===== src/rtl/rnd_pkg.sv =====
package rnd_pkg;

    localparam int EXTRA_W = 2;

    typedef enum logic [1:0] {
        RM_NEAREST = 2'b00,
        RM_ZERO    = 2'b01,
        RM_DOWN    = 2'b10,
        RM_UP      = 2'b11
    } rmode_e;

endpackage


===== src/rtl/rnd_decide.sv =====
module rnd_decide
    import rnd_pkg::*;
(
    input  logic       lsb,
    input  logic       guard,
    input  logic       rbit,
    input  logic       sticky,
    input  logic       sign,
    input  logic [1:0] mode,
    output logic       inc,
    output logic       inexact
);
    rmode_e m;

    always_comb begin
        m       = rmode_e'(mode);
        inexact = guard | rbit | sticky;
        inc     = 1'b0;
        if (inexact) begin
            case (m)
                RM_NEAREST: inc = guard & (rbit | sticky | lsb);
                RM_ZERO:    inc = 1'b0;
                RM_DOWN:    inc = sign;
                RM_UP:      inc = ~sign;
                default:    inc = guard & (rbit | sticky | lsb);
            endcase
        end
    end
endmodule


===== src/rtl/rnd_ovf_dir.sv =====
module rnd_ovf_dir
    import rnd_pkg::*;
(
    input  logic       sign,
    input  logic [1:0] mode,
    output logic       to_inf
);
    always_comb begin
        case (rmode_e'(mode))
            RM_NEAREST: to_inf = 1'b1;
            RM_ZERO:    to_inf = 1'b0;
            RM_DOWN:    to_inf = sign;
            RM_UP:      to_inf = ~sign;
            default:    to_inf = 1'b1;
        endcase
    end
endmodule


===== src/rtl/rnd_add.sv =====
module rnd_add #(
    parameter int W = 24
) (
    input  logic [W-1:0] base,
    input  logic         inc,
    output logic [W:0]   sum
);
    always_comb begin
        sum = {1'b0, base} + {{W{1'b0}}, inc};
    end
endmodule


===== src/rtl/grs_rounder.sv =====
module grs_rounder
    import rnd_pkg::*;
#(
    parameter int SIG_W = 24
) (
    input  logic                     clk,
    input  logic                     rst_n,
    input  logic                     in_valid,
    input  logic [SIG_W+EXTRA_W-1:0] in_sig,
    input  logic                     in_sticky,
    input  logic                     in_sign,
    input  logic [1:0]               in_mode,
    output logic                     out_valid,
    output logic [SIG_W:0]           out_sig,
    output logic                     out_inexact,
    output logic                     out_rounded_up,
    output logic                     out_ovf_to_inf
);
    localparam int OUT_W = SIG_W + 1;

    typedef struct packed {
        logic             valid;
        logic [OUT_W-1:0] sig;
        logic             inexact;
        logic             up;
        logic             to_inf;
    } stage_t;

    stage_t st_d, st_q;

    logic [SIG_W-1:0] shifted;
    logic             inc_w;
    logic             inexact_w;
    logic             to_inf_w;
    logic [OUT_W-1:0] sum_w;

    assign shifted = in_sig[SIG_W+EXTRA_W-1:EXTRA_W];

    rnd_decide u_decide (
        .lsb     (in_sig[EXTRA_W]),
        .guard   (in_sig[1]),
        .rbit    (in_sig[0]),
        .sticky  (in_sticky),
        .sign    (in_sign),
        .mode    (in_mode),
        .inc     (inc_w),
        .inexact (inexact_w)
    );

    rnd_ovf_dir u_ovf (
        .sign   (in_sign),
        .mode   (in_mode),
        .to_inf (to_inf_w)
    );

    rnd_add #(.W(SIG_W)) u_add (
        .base (shifted),
        .inc  (inc_w),
        .sum  (sum_w)
    );

    always_comb begin
        st_d       = st_q;
        st_d.valid = in_valid;
        if (in_valid) begin
            st_d.sig     = sum_w;
            st_d.inexact = inexact_w;
            st_d.up      = inc_w;
            st_d.to_inf  = to_inf_w;
        end
    end

    always_ff @(posedge clk) begin
        if (!rst_n) begin
            st_q <= '0;
        end else begin
            st_q <= st_d;
        end
    end

    assign out_valid      = st_q.valid;
    assign out_sig        = st_q.sig;
    assign out_inexact    = st_q.inexact;
    assign out_rounded_up = st_q.up;
    assign out_ovf_to_inf = st_q.to_inf;
endmodule


===== config.mk =====
export PLATFORM = sky130hd
export DESIGN_NAME = grs_rounder
export DESIGN_NICKNAME = d
export VERILOG_FILES = /design/src/rtl/rnd_pkg.sv /design/src/rtl/rnd_decide.sv /design/src/rtl/rnd_ovf_dir.sv /design/src/rtl/rnd_add.sv /design/src/rtl/grs_rounder.sv
export SDC_FILE = /design/constraint.sdc
export NUM_CORES = 1
export LEC_CHECK = 0
export CORE_MARGIN = 1.5
export CORE_UTILIZATION = 40
export CTS_CLUSTER_DIAMETER = 60
export CTS_CLUSTER_SIZE = 8
export DETAILED_ROUTE_END_ITERATION = 16
export GPL_TIMING_DRIVEN = 0
export PLACE_DENSITY = 0.73
export RECOVER_POWER = 100
export SYNTH_ARGS = -nofsm -noshare
export SYNTH_HDL_FRONTEND = slang
export SYNTH_SLANG_ARGS = --single-unit

===== constraint.sdc =====
create_clock -name clk -period 3.09 [get_ports clk]
set_clock_uncertainty 0.05 [all_clocks]
set_input_delay 0.4635 -clock clk [delete_from_list [all_inputs] [get_ports clk]]
set_output_delay 0.4635 -clock clk [all_outputs]
set_load 0.05 [all_outputs]

==> results.md <==
- Status: finished clean
- GR Overflow Total: 0
- Sequential Area: 581 µm²
- Max frequency: 350 MHz
- Final Hold Vio Count: 0
- Initial antenna violation count: 0
- Setup WS pre-CTS: -0.216 ns
- Setup slack after layout: 0.234 ns
- Final min period: 2.86 ns
- Flop-to-flop setup slack: 2.14 ns
- EDFF count, synth: 0
- Met2 wire len: 2110 µm
- Worst path arrival time: 2.96 ns
- DRT Wirelength: 4440 µm
- Pleak: 0.912 nW
- Die width: 67.4 µm
- Initial DRT Pass Iterations: 4
- Yosys warns: 0
- Worst skew pair latency: 0.27 ns
- Placer Congestion: 0.861
- Via count: 1727
- Final Cycle Share: 0.924
- Synthesized flop and latch total: 29
- HPWL Detailed: 3260 µm
- Layout Nets: 291
- Setup Crit Path Kind: in2reg
- Unrepaired setup endpoints after global routing: false
- Logic pwr share: 0.296
- Most common cell after layout, fill and taps aside: dlygate4sd3_1
- Post-Syn Area: 1660 µm²
- M1 WL: 2010 µm
- Hold buffer count at CTS: 0
- CP endpoint kind: flop
- Clock transition at path regs: 0.06 ns
- Post-CTS Setup Repair Bufs: 0
- Hold Slack: 0.428 ns
- Final Slew Violations: 0
- Reg power frac: 0.411
- CTS sink count: 29
- CP max FO: 8
- Register area share after synthesis: 0.350
- Max-cap violations: 0
- Setup crit start kind: primary input
- Total core area: 4000 µm²
- Final setup TNS: 0 ns
- Die area: 4550 µm²
- Root Driver: clkbuf_8
- DR DRC count: 0
- Ant diodes: 0
- Total track usage: 0.203
- Area delta synth->final: 44.2%
- Pint: 0.673 mW
- Power Total: 1.01 mW
- Ys async rst share: 0
- DR WL met3: 238 µm
- Port Buf Inserts: 60
- Via count of the first global-routing pass: 1499
- Main flop type after synthesis: dfxtp_1
- Final core occ: 0.598
- CTS tree: done
- DRT iter0 DRCs: 93
- Unique cell type count in the Yosys netlist: 37
- Boundary pin count: 62
- Routed len/inst: 14.5 µm
- Critical path required time: 3.20 ns
- Initial core utilization: 0.415
- Worst Hold Class: reg2reg
- Mapped Nets: 225
- Fillers: 379
- Share of layout cells above drive strength 1: 0.0584
- H-Tree Depth: 2
- NetSw: 0.336 mW
- First-pass GRT wire length: 6960 µm
- CTS Buffer Depth: 2
- Detail Route Antenna Nets: 0
- Pin count of the biggest net entering global routing: 11
- Max-slew headroom: 0.557
- Syn Inst Count: 190
- Row cnt: 23
- Footprint of the multi-input gates: 1020 µm²
- Cell area power density: 422 nW/µm²
- Mean Syn Cell Area: 8.74 µm²
- Clock Power Share: 0.292
- Final-report setup violation count: 0
- DR vias/cell: 5.63
- Num CTS Buffers: 5
- Sw frac: 0.333
- Max layer used: met4
- Worst-Margin Slew: 0.658 ns
- Die Ht: 67.4 µm
- Commonest non-fill, non-tap cells in the layout: 31 x dlygate4sd3_1, 29 x clkdlybuf4s50_1, 29 x dfxtp_1
- Max IR drop VDD: 0.247 mV
power by group through the flow:
stage / Combinational [mW] / Sequential (mW) / Clock [mW]
final: 0.299 / 0.415 / 0.295
after global placement: 0.307 / 0.424 / 0
after detailed placement: 0.310 / 0.424 / 0
after global routing: 0.318 / 0.419 / 0.321
after CTS: 0.311 / 0.417 / 0.302
after floorplan: 0.0791 / 0.521 / 0
cells in the mapped netlist (all sizes together), types with 6 or more instances:
| master | instances | area, µm² |
|---|---|---|
| nand3 | 16 | 80.1 |
| mux2i | 8 | 80.1 |
| xnor2 | 7 | 61.3 |
| a21oi | 13 | 65.1 |
| nand2 | 9 | 33.8 |
| o21ai | 15 | 75.1 |
| dfxtp | 29 | 581 |
| nor2b | 6 | 37.5 |
| clkbuf | 10 | 37.5 |
| nand4 | 14 | 118 |
| nor4 | 6 | 67.6 |
| xor2 | 7 | 61.3 |
through the flow:
stage,std cells,instance area (µm²)
global placement,300,2320
CTS,308,2400
floorplan,190,1660
finish,307,2390
detailed placement,300,2320
global route,307,2390
area by class of cell:
type,instances,share of cell area
inverters,1,0.00157
clock buffers,8,0.0335
plain buffers,12,0.0188
well taps,50,0.0261
flip-flops and latches,29,0.243
multi-input cells,147,0.427
repair buffers,60,0.251
final timing paths:
path	startpoint	end	depth (start not counted)
setup / recovery	in_sig[0]	out_sig[22]	10
hold / removal	out_sig[4]	out_sig[4]	1
setup reg to reg	out_sig[23]	out_sig[23]	3
hold reg to reg	out_sig[4]	out_sig[4]	1
routing by layer:
metal	up-vias	global-route usage
li1	851	-
met1	802	0.268
met2	64	0.323
met3	10	0.0383
met4	0	0.0842
met5	-	0
cells by family after synthesis:
kind of cell,Yosys count,share of synthesized area
flops,29,0.350
simple gates,79,0.311
fa+ha+maj,2,0.0151
buf+inv,14,0.0317
mux,9,0.0550
compound gates,43,0.164
xor+xnor,14,0.0739
state kept, by name (all words and copies together), names as in the netlist:
| signal | cells |
|---|---|
| out_inexact | 1 |
| out_rounded_up | 1 |
| out_sig | 25 |
| out_valid | 1 |
| out_ovf_to_inf | 1 |
worst max-delay path, stage by stage:
cell	delay, ns
dlygate4sd3_1	0.58
nor3_1	0.07
nor2_1	0.09
o221a_2	0.21
ha_1	0.26
ha_2	0.33
nand3_1	0.14
nor4_4	0.36
mux2i_1	0.14
a311o_1	0.32
what timing repair did:
action,in CTS,in global routing
hold endpoints to repair,0,0
gates resized for setup,0,1
setup endpoints to repair,0,4
Power figures use the tool's default switching activity.
